`config.mk`:
```
export PLATFORM = sky130hd
export DESIGN_NAME = mq_alu
export DESIGN_NICKNAME = d
export VERILOG_FILES = /design/src/rtl/mq_alu_pkg.sv /design/src/rtl/mq_fastops.sv /design/src/rtl/mq_div_iter.sv /design/src/rtl/mq_alu.sv
export SDC_FILE = /design/constraint.sdc
export NUM_CORES = 2
export LEC_CHECK = 0
export BUFFER_PORTS_ARGS = -buffer_cell sky130_fd_sc_hd__buf_2
export CAP_MARGIN = 40
export CORE_MARGIN = 2
export CORE_UTILIZATION = 35
export CTS_BUF_LIST = sky130_fd_sc_hd__clkbuf_8
export DETAILED_ROUTE_END_ITERATION = 16
export SLEW_MARGIN = 20
export SYNTH_ARGS = -nofsm -noshare
export SYNTH_HDL_FRONTEND = slang
export SYNTH_SLANG_ARGS = --single-unit
```
`constraint.sdc`:
```
create_clock -name clk -period 24.7 [get_ports clk]
set_input_delay 1.235 -clock clk [delete_from_list [all_inputs] [get_ports clk]]
set_output_delay 1.235 -clock clk [all_outputs]
set_load 0.01 [all_outputs]
```
`src/rtl/mq_alu_pkg.sv`:
```
package mq_alu_pkg;

    localparam int XLEN = 32;
    localparam int OPW  = 4;

    typedef enum logic [2:0] {
        FN_DIVL  = 3'd0,
        FN_DIVS  = 3'd1,
        FN_MUL   = 3'd2,
        FN_NEG   = 3'd3,
        FN_DOZ   = 3'd4,
        FN_MASK  = 3'd5,
        FN_LDMQ  = 3'd6,
        FN_LDMQ2 = 3'd7
    } fn_e;

    typedef struct packed {
        logic rec;
        fn_e  fn;
    } opsel_t;

    function automatic opsel_t decode_op(input logic [OPW-1:0] op);
        opsel_t s;
        s.rec = op[OPW-1];
        s.fn  = fn_e'(op[2:0]);
        return s;
    endfunction

    function automatic logic is_divide(input fn_e fn);
        return (fn == FN_DIVL) || (fn == FN_DIVS);
    endfunction

endpackage

```
`src/rtl/mq_fastops.sv`:
```
module mq_fastops
    import mq_alu_pkg::*;
#(
    parameter int W = XLEN
) (
    input  fn_e          fn,
    input  logic [W-1:0] a,
    input  logic [W-1:0] b,
    output logic [W-1:0] res,
    output logic [W-1:0] mq_val,
    output logic         mq_we,
    output logic         ov
);
    localparam int SW = $clog2(W);
    localparam logic [W-1:0] MOST_NEG = {1'b1, {(W-1){1'b0}}};
    localparam logic [W-1:0] MOST_POS = {1'b0, {(W-1){1'b1}}};

    logic signed [2*W-1:0] prod;
    logic [W-1:0]          diff;
    logic                  diff_ov;
    logic                  b_gt_a;
    logic [W-1:0]          mask;
    logic [SW-1:0]         m_first;
    logic [SW-1:0]         m_last;

    assign prod    = $signed({{W{a[W-1]}}, a}) * $signed({{W{b[W-1]}}, b});
    assign diff    = b - a;
    assign diff_ov = (a[W-1] ^ b[W-1]) & (diff[W-1] ^ b[W-1]);
    assign b_gt_a  = $signed(b) > $signed(a);
    assign m_first = a[SW-1:0];
    assign m_last  = b[SW-1:0];

    for (genvar i = 0; i < W; i++) begin : g_mask
        localparam logic [SW-1:0] IDX = SW'(i);
        assign mask[W-1-i] = (m_first <= m_last) ? ((IDX >= m_first) && (IDX <= m_last))
                                                 : ((IDX >= m_first) || (IDX <= m_last));
    end

    always_comb begin
        res    = '0;
        mq_val = '0;
        mq_we  = 1'b0;
        ov     = 1'b0;
        case (fn)
            FN_MUL: begin
                res    = prod[W-1:0];
                mq_val = prod[2*W-1:W];
                mq_we  = 1'b1;
                ov     = (prod[2*W-1:W] != {W{prod[W-1]}});
            end
            FN_NEG: begin
                if (a == MOST_NEG) begin
                    res = MOST_POS;
                    ov  = 1'b1;
                end else begin
                    res = ~a + W'(1);
                end
            end
            FN_DOZ: begin
                if (b_gt_a) begin
                    res = diff;
                    ov  = diff_ov;
                end
            end
            FN_MASK: res = mask;
            FN_LDMQ, FN_LDMQ2: begin
                res    = a;
                mq_val = a;
                mq_we  = 1'b1;
            end
            default: res = '0;
        endcase
    end

endmodule

```
`src/rtl/mq_div_iter.sv`:
```
module mq_div_iter
    import mq_alu_pkg::*;
#(
    parameter int W = XLEN
) (
    input  logic           clk,
    input  logic           rst,
    input  logic           go,
    input  logic [2*W-1:0] dvd_mag,
    input  logic [W-1:0]   dsr_mag,
    output logic           busy,
    output logic           fin,
    output logic [W-1:0]   q_mag,
    output logic [W-1:0]   r_mag
);
    localparam int CW = $clog2(W + 1);

    logic [W-1:0]  rem_q;
    logic [W-1:0]  quo_q;
    logic [W-1:0]  dsr_q;
    logic [CW-1:0] cnt_q;
    logic          act_q;

    logic [W:0]    trial;
    logic [W:0]    sub;
    logic          take;
    logic [W-1:0]  rem_nx;
    logic [W-1:0]  quo_nx;

    assign trial  = {rem_q, quo_q[W-1]};
    assign sub    = trial - {1'b0, dsr_q};
    assign take   = ~sub[W];
    assign rem_nx = take ? sub[W-1:0] : trial[W-1:0];
    assign quo_nx = {quo_q[W-2:0], take};

    assign busy  = act_q;
    assign fin   = act_q && (cnt_q == CW'(1));
    assign q_mag = quo_nx;
    assign r_mag = rem_nx;

    always_ff @(posedge clk) begin
        if (rst) begin
            rem_q <= '0;
            quo_q <= '0;
            dsr_q <= '0;
            cnt_q <= '0;
            act_q <= 1'b0;
        end else if (go && !act_q) begin
            rem_q <= dvd_mag[2*W-1:W];
            quo_q <= dvd_mag[W-1:0];
            dsr_q <= dsr_mag;
            cnt_q <= CW'(W);
            act_q <= 1'b1;
        end else if (act_q) begin
            rem_q <= rem_nx;
            quo_q <= quo_nx;
            cnt_q <= cnt_q - CW'(1);
            if (cnt_q == CW'(1)) begin
                act_q <= 1'b0;
            end
        end
    end

endmodule

```
`src/rtl/mq_alu.sv`:
```
module mq_alu
    import mq_alu_pkg::*;
#(
    parameter int W = XLEN
) (
    input  logic           clk,
    input  logic           rst,
    input  logic           start,
    input  logic [OPW-1:0] op,
    input  logic [W-1:0]   a,
    input  logic [W-1:0]   b,
    input  logic           sovf_clr,
    output logic [W-1:0]   result,
    output logic [W-1:0]   mq,
    output logic           ovf,
    output logic           sovf,
    output logic           busy,
    output logic           done
);
    localparam logic [W-1:0] MOST_NEG = {1'b1, {(W-1){1'b0}}};

    opsel_t         sel;
    logic           div_op;
    logic           long_op;
    logic [2*W-1:0] dvd;
    logic           dvd_neg;
    logic [2*W-1:0] dmag;
    logic [W-1:0]   bmag;
    logic           special;
    logic           accept;
    logic           go;

    logic [W-1:0]   f_res;
    logic [W-1:0]   f_mq;
    logic           f_mq_we;
    logic           f_ov;

    logic           d_busy;
    logic           d_fin;
    logic [W-1:0]   q_mag;
    logic [W-1:0]   r_mag;

    logic [W-1:0]   result_q;
    logic [W-1:0]   mq_q;
    logic           ovf_q;
    logic           sovf_q;
    logic           done_q;
    logic           pq_neg;
    logic           pr_neg;
    logic           p_long;
    logic           p_rec;

    logic           wr;
    logic           wr_rec;
    logic           wr_ov;
    logic           wr_mq;
    logic [W-1:0]   n_res;
    logic [W-1:0]   n_mq;
    logic [W-1:0]   q_signed;
    logic [W-1:0]   r_signed;
    logic           q_wide;

    assign sel     = decode_op(op);
    assign div_op  = is_divide(sel.fn);
    assign long_op = (sel.fn == FN_DIVL);
    assign dvd     = long_op ? {a, mq_q} : {{W{a[W-1]}}, a};
    assign dvd_neg = dvd[2*W-1];
    assign dmag    = dvd_neg ? (~dvd + (2*W)'(1)) : dvd;
    assign bmag    = b[W-1] ? (~b + W'(1)) : b;
    assign special = long_op ? (dmag[2*W-1:W] >= bmag)
                             : ((b == '0) || ((a == MOST_NEG) && (b == '1)));
    assign accept  = start && !d_busy;
    assign go      = accept && div_op && !special;

    mq_fastops #(.W(W)) u_fast (
        .fn     (sel.fn),
        .a      (a),
        .b      (b),
        .res    (f_res),
        .mq_val (f_mq),
        .mq_we  (f_mq_we),
        .ov     (f_ov)
    );

    mq_div_iter #(.W(W)) u_div (
        .clk     (clk),
        .rst     (rst),
        .go      (go),
        .dvd_mag (dmag),
        .dsr_mag (bmag),
        .busy    (d_busy),
        .fin     (d_fin),
        .q_mag   (q_mag),
        .r_mag   (r_mag)
    );

    assign q_signed = pq_neg ? (~q_mag + W'(1)) : q_mag;
    assign r_signed = pr_neg ? (~r_mag + W'(1)) : r_mag;
    assign q_wide   = pq_neg ? (q_mag > MOST_NEG) : q_mag[W-1];

    always_comb begin
        wr     = 1'b0;
        wr_rec = 1'b0;
        wr_ov  = 1'b0;
        wr_mq  = 1'b0;
        n_res  = result_q;
        n_mq   = mq_q;
        if (d_fin) begin
            wr     = 1'b1;
            wr_rec = p_rec;
            wr_ov  = p_long & q_wide;
            wr_mq  = 1'b1;
            n_res  = q_signed;
            n_mq   = r_signed;
        end else if (accept && !go) begin
            wr     = 1'b1;
            wr_rec = sel.rec;
            if (div_op) begin
                wr_ov = 1'b1;
                wr_mq = 1'b1;
                n_res = {W{a[W-1]}};
                n_mq  = '0;
            end else begin
                wr_ov = f_ov;
                wr_mq = f_mq_we;
                n_res = f_res;
                n_mq  = f_mq;
            end
        end
    end

    always_ff @(posedge clk) begin
        if (rst) begin
            result_q <= '0;
            mq_q     <= '0;
            ovf_q    <= 1'b0;
            sovf_q   <= 1'b0;
            done_q   <= 1'b0;
            pq_neg   <= 1'b0;
            pr_neg   <= 1'b0;
            p_long   <= 1'b0;
            p_rec    <= 1'b0;
        end else begin
            done_q <= wr;
            sovf_q <= (sovf_q & ~sovf_clr) | (wr & wr_rec & wr_ov);
            if (wr) begin
                result_q <= n_res;
            end
            if (wr && wr_mq) begin
                mq_q <= n_mq;
            end
            if (wr && wr_rec) begin
                ovf_q <= wr_ov;
            end
            if (go) begin
                pq_neg <= dvd_neg ^ b[W-1];
                pr_neg <= dvd_neg;
                p_long <= long_op;
                p_rec  <= sel.rec;
            end
        end
    end

    assign result = result_q;
    assign mq     = mq_q;
    assign ovf    = ovf_q;
    assign sovf   = sovf_q;
    assign busy   = d_busy;
    assign done   = done_q;

endmodule

```
---- Word-level counts from Yosys, hierarchy flattened ----
Index checks and enable logic that the tools add are counted.
operators by class
  add/sub/neg operators ................... 8
  multipliers ............................. 1
  div/mod/pow operators ................... 0
  magnitude comparators ................... 68
  equality and inequality tests ........... 11
  shifts and indexed selects .............. 0
  multiplexer cells ....................... 73
  bitwise logic cells ..................... 16
  reductions and logical operators ........ 87
operators by type and width
  cell                                                                                 number
  32-bit two-way mux                                                                   16
  32-bit case mux with 5 select lines                                                  1
  32-bit by 1-bit adder with 32-bit output (second input constant)                     4
  32-bit NOT                                                                           4
  5-bit greater-or-equal comparator (first input constant)                             16
  5-bit <= comparator (first input constant)                                           16
  64-bit by 1-bit adder with 64-bit output (second input constant)                     1
  32-bit == test (second input constant)                                               2
  32-bit by 32-bit multiplier with 64-bit output                                       1
  64-bit two-way mux                                                                   1
  64-bit NOT                                                                           1
  32-bit case mux with 2 select lines                                                  1
  63-bit two-way mux                                                                   1
  1-bit two-way mux                                                                    50
  1-bit logical AND                                                                    41
  4-bit by 5-bit greater-or-equal comparator with 1-bit output (first input constant)  8
  4-bit by 5-bit <= comparator with 1-bit output (first input constant)                8
  1-bit logical OR                                                                     34
  33-bit by 32-bit subtractor with 33-bit output                                       1
  32-bit greater-or-equal comparator                                                   1
  32-bit > comparator                                                                  1
  32-bit > comparator (second input constant)                                          1
  32-bit logical NOT                                                                   1
  32-bit != test                                                                       1
  other kinds (25)                                                                     52
word-level totals
  bits in registers ....................... 174
  latch bits .............................. 0
  bits in writable memories ............... 0
  ROM bits ................................ 0
  memories kept ........................... 0

---- Logic depth before layout (Yosys ltp) ----
  word-level depth ........................ 16
  mapped depth ............................ 34
  depth with buffers taken out ............ 30

---- Modules after synthesis ----
From an unflattened synthesis, not the netlist that was laid out.
second synthesis, totals
  cells, all modules ...................... 6,789
  area, all modules ....................... 56,534.2 sq um
modules (own cells, without submodules)
  module       times used  cells each  area an instance (sq um)
  mq_fastops   1           4,685       40,989.3
  mq_alu       1           1,241       8,789.7
  mq_div_iter  1           863         6,755.2

---- Least setup slack after synthesis ----
OpenSTA, ideal clock, no wires.
  path type ............................... input to register
  start ................................... in a[31]
  end ..................................... reg sovf_q (netlist: sovf)
  setup time .............................. 134 ps
  arrival time ............................ 10,320 ps
  required time ........................... 24,566 ps
  path slack .............................. 14,246 ps
  stages .................................. 34
  cells stage by stage .................... clkbuf_1 -> buf_1 -> clkbuf_1 -> buf_1 -> nand2_1 -> inv_1 -> fa_1 -> inv_1 -> fa_1 -> inv_1 -> fa_1 -> fa_1 -> inv_1 -> fa_1 -> inv_1 -> fa_1 -> inv_1 -> fa_1 -> fa_1 -> inv_1 -> ha_1 -> clkbuf_1 -> a21o_1 -> a21oi_1 -> o21bai_1 -> a21bo_2 -> a21o_1 -> a221o_1 -> a21oi_1 -> xnor2_1 -> nor4_1 -> mux2i_1 -> nor3_1 -> a211oi_1
on the way
  longest elaborated chain between the ends .. 15
  elaborated cells on any way between the ends .. 33
ends and longest elaborated chain
  what                                      RTL line       text
  from (decl)                               mq_alu.sv:10   input logic [W-1:0] a,
  63-bit two-way mux                        mq_alu.sv:66   assign dvd = long_op ? {a, mq_q} : {{W{a[W-1]}}, a};
  64-bit NOT                                mq_alu.sv:68   assign dmag = dvd_neg ? (~dvd + (2*W)'(1)) : dvd;
  64-bit by 1-bit adder with 64-bit output  mq_alu.sv:68
  64-bit two-way mux                        mq_alu.sv:68
  32-bit greater-or-equal comparator        mq_alu.sv:70   assign special = long_op ? (dmag[2*W-1:W] >= bmag)
  1-bit two-way mux                         mq_alu.sv:70
  1-bit logical NOT                         mq_alu.sv:73   assign go = accept && div_op && !special;
  1-bit logical AND                         mq_alu.sv:73
  1-bit logical NOT                         mq_alu.sv:115  end else if (accept && !go) begin
  1-bit logical AND                         mq_alu.sv:115
  1-bit two-way mux                         mq_alu.sv:115
  1-bit two-way mux                         mq_alu.sv:108  if (d_fin) begin
  1-bit AND                                 mq_alu.sv:145  sovf_q <= (sovf_q & ~sovf_clr) | (wr & wr_rec & wr_ov);
  1-bit AND (*)                             mq_alu.sv:145
  1-bit OR (*)                              mq_alu.sv:145
  to (signal assigned)                      mq_alu.sv:145
  to (decl)                                 mq_alu.sv:46   logic sovf_q;
Mark *: on every way between the ends. The rest lies on a longest branch, timed or not.
A chain may end at the register's enable or synchronous reset.

---- Worst setup path in the final report ----
  start ................................... in b[3]
  end ..................................... reg sovf_q (netlist: sovf)
on the way
  longest elaborated chain between the ends .. 14
  elaborated cells on any way between the ends .. 31
ends and longest elaborated chain
  what                                                                                                     RTL line       text
  from (decl)                                                                                              mq_alu.sv:11   input logic [W-1:0] b,
  parallel branches: the longest is 12 deep, another holds 32-bit by 32-bit multiplier with 64-bit output  -
  1-bit AND (*)                                                                                            mq_alu.sv:145
  1-bit OR (*)                                                                                             mq_alu.sv:145
Mark *: on every way between the ends.

==> results.md <==
- M3 GR Usage: 5.04%
- Hold Vio Cnt, Final: 0
- Post-DP HPWL: 162 mm
- Slew @ Worst Pin: 0.988 ns
- Post_cts resized: 0
- First-pass GRT wire length: 316 mm
- TritonCTS Buffers: 17
- Worst setup margin: 14.20 ns
- RSZ-0062 raised after global routing: no
- Max_slew headroom: 34.1%
- WL/cell: ~24 um
- Share of cells above drive strength 1: 5.35%
- CTS tree: yes
- Critical path class: in2reg
- Die area: 164000 um2
- Total Routed Length: roughly 210 mm
- DR vias: between 40000 and 50000
- Placement Rows: between 100 and 150
- GRT Resource Usage Total: 25.4%
- Initial antenna violation count: 10
- GRT busiest layer: met2
- Hold_buf cts: 0
- Cell family with most CP delay: adder cells
- Worst endpoint required time: 25.09 ns
- Die height: 405 um
- GRT Residual Overflow: 0
- Worst min path class: reg2reg
- Hold WS: 0.458 ns
- Drt drc: 0
- # Post-CTS Setup Buffers: 0
- Area Growth Syn to Fin: 5.44%
- Nets: 8151
- Post-Place Cells: 8727
- Die width: between 400 and 500 um
- Worst path arrival time: 10.88 ns
- Synth cell types: 96
- H-tree levels: 4
- Vias in the first global route: 50400
- Clk slew on worst S/H paths: 0.11 ns
- Buffers and inverters on the worst path: 9
- Number of synthesis warnings: 0
- Synth area leader: fa_1
- Max Clock Skew: 0.0247 ns
- Most used cell, CP: fa_1
- Clock Path Buffers: 2
- Root buf cell: clkbuf_8
- Seq/Total Area, Yosys: 6.20%
- Final worst-path cycle share: a little over two fifths
- Final Critical Period: 10.50 ns
- Number of routed nets with antenna violations: 0
- Filler cells: about 17000
- Total negative slack: 0 ns
- CP Capture Type: register
- Critical Path Slowest Stage Cell: fa_1
- Fmax: 95.3 MHz
- GPL Wtd Cong: about 1
- Final setup viols: 0
- Top_reg_cell synth: dfxtp_1
- Fin cells: 8769
- Initial detailed-routing violation count: 5200
- Share of Yosys cell area claimed by the top area cell type: 38.6%
- Slew Limit Fails: 0
- Syn_area_per_cell: 8.23 um2
- Syn Inst Count: 6823
- Asr flop ratio synth: 0%
- Max incr delay on CP: about 0.96 ns
- IO Count: 140
- Largest fanout on the critical path: 45
- M1 GR Usage: 34.9%
- GRT met2 Usage: 39.8%
- Max_cap viols: 0
- Vias per std cell: 5.60
- Clock Sinks: 174
- Post-synth net total: 8309
- Status: finished, final reports clean
- Port Buf Inserts: 139
- Core box area: 160000 um2
- Area of the mapped netlist: approximately 56000 um2
- EDFF count, synth: 0
- Largest net degree at the start of global routing: 131
- Post-synthesis register bit count: 174
- Initial Util: 35.1%
- Pre-CTS WS: between 10 and 15 ns
- Critical Path Start Type: input pin
- Top post-synthesis cells by area: fa_1, inv_1, ha_1, dfxtp_1, nand2_1
- Clk_lat worst skew: 0.52 ns
- TritonRoute pass-1 iters: 9
## Yosys cell counts, types with 27 or more instances
cell type and number:
a21oi_1 296, nor2_1 419, and3_1 31, o31ai_1 46, a21o_1 74, nand4_1 40
and2_1 452, o211ai_1 29, mux2i_1 38, a22oi_1 66, o21a_1 30, buf_1 29
fa_1 1084, clkbuf_1 402, nand3_1 58, o21ai_0 250, ha_1 330, nand2_1 811
inv_1 1169, xnor2_1 145, a211oi_1 74, dfxtp_1 174, a31oi_1 56, nor3_1 103
xor2_1 111, or3_1 27, o22ai_1 29, nor4_1 31, a221oi_1 36
## worst paths after layout
kind,slack [ns],cells after the start,from,endpoint
worst min-delay path,0.46,2,result[4],result[4]
worst max register to register,16.48,25,mq[2],result[17]
worst max-delay path,14.20,29,b[3],sovf
worst min register to register,0.46,2,result[4],result[4]
## per-layer routing
layer,vias up,wire length [um]
li1,21400,-
met1,25100,87300
met2,2240,92900
met3,374,18700
met4,4,7420
met5,-,26
## sequential cells by signal, summed over array words and instances, names as in the netlist
register	flops
mq	32
result	32
u_div.dsr_q	32
u_div.quo_q	32
u_div.rem_q	32
u_div.cnt_q	6
done	1
ovf	1
p_long	1
p_rec	1
pq_neg	1
pr_neg	1
sovf	1
u_div.busy	1
## cells in the final DEF (no fill, tap or decap), types with 26 or more instances in the layout
master    Yosys  final
a211oi_1     74     74
a21o_1       74     74
a21oi_1     296    294
a221oi_1     36     36
a22oi_1      66     66
a31oi_1      56     56
and2_1      452    451
and3_1       31     30
buf_2         7    145
buf_4         0    105
dfxtp_1     174    173
fa_1       1084   1084
ha_1        330    330
inv_1      1169   1170
mux2i_1      38     38
nand2_1     811    811
nand3_1      58     58
nand4_1      40     40
nor2_1      419    418
nor3_1      103    103
nor4_1       31     31
o211ai_1     29     29
o21a_1       30     30
o21ai_0     250    250
o22ai_1      29     29
o31ai_1      46     46
or3_1        27     26
xnor2_1     145    145
xor2_1      111    111
## per-stage QoR
stage          utilization, %  area, um2
3_3_place_gp             36.6      58600
4_1_cts                  37.0      59200
2_1_floorplan               -      56200
6_report                 37.0      59200
3_5_place_dp             36.7      58800
5_1_grt                  37.0      59200
## tightest hold or removal path, cell delays in order, from the launching register on
cell	delay (ns)
dfxtp_1	0.32
nand2_1	0.05
a21oi_1	0.05
## cell type report
type | count | area, um2 | area share [%]
antenna | 8 | 20.0 | 0.0338
clock buffer | 23 | 317 | 0.534
clock inverter | 6 | 61.3 | 0.104
inverter | 1180 | 4430 | 7.48
multi-input combinational | 5029 | 46600 | 78.7
sequential | 174 | 3480 | 5.88
tap | 2086 | 2610 | 4.41
timing repair buffer | 263 | 1700 | 2.86
## cells by family after synthesis
logic type	synth area share, %
AOI/OAI and AO/OA	13.8
xor gates and xnor gates	3.99
adders and majority gates	46.2
buffers and inverters	10.9
DFF	6.20
muxes	0.884
and+or+nand+nor	18.0
Power is left out: the tool's default activity adds up to more than one toggle a clock period on the data nets, which glitch-free logic cannot reach.
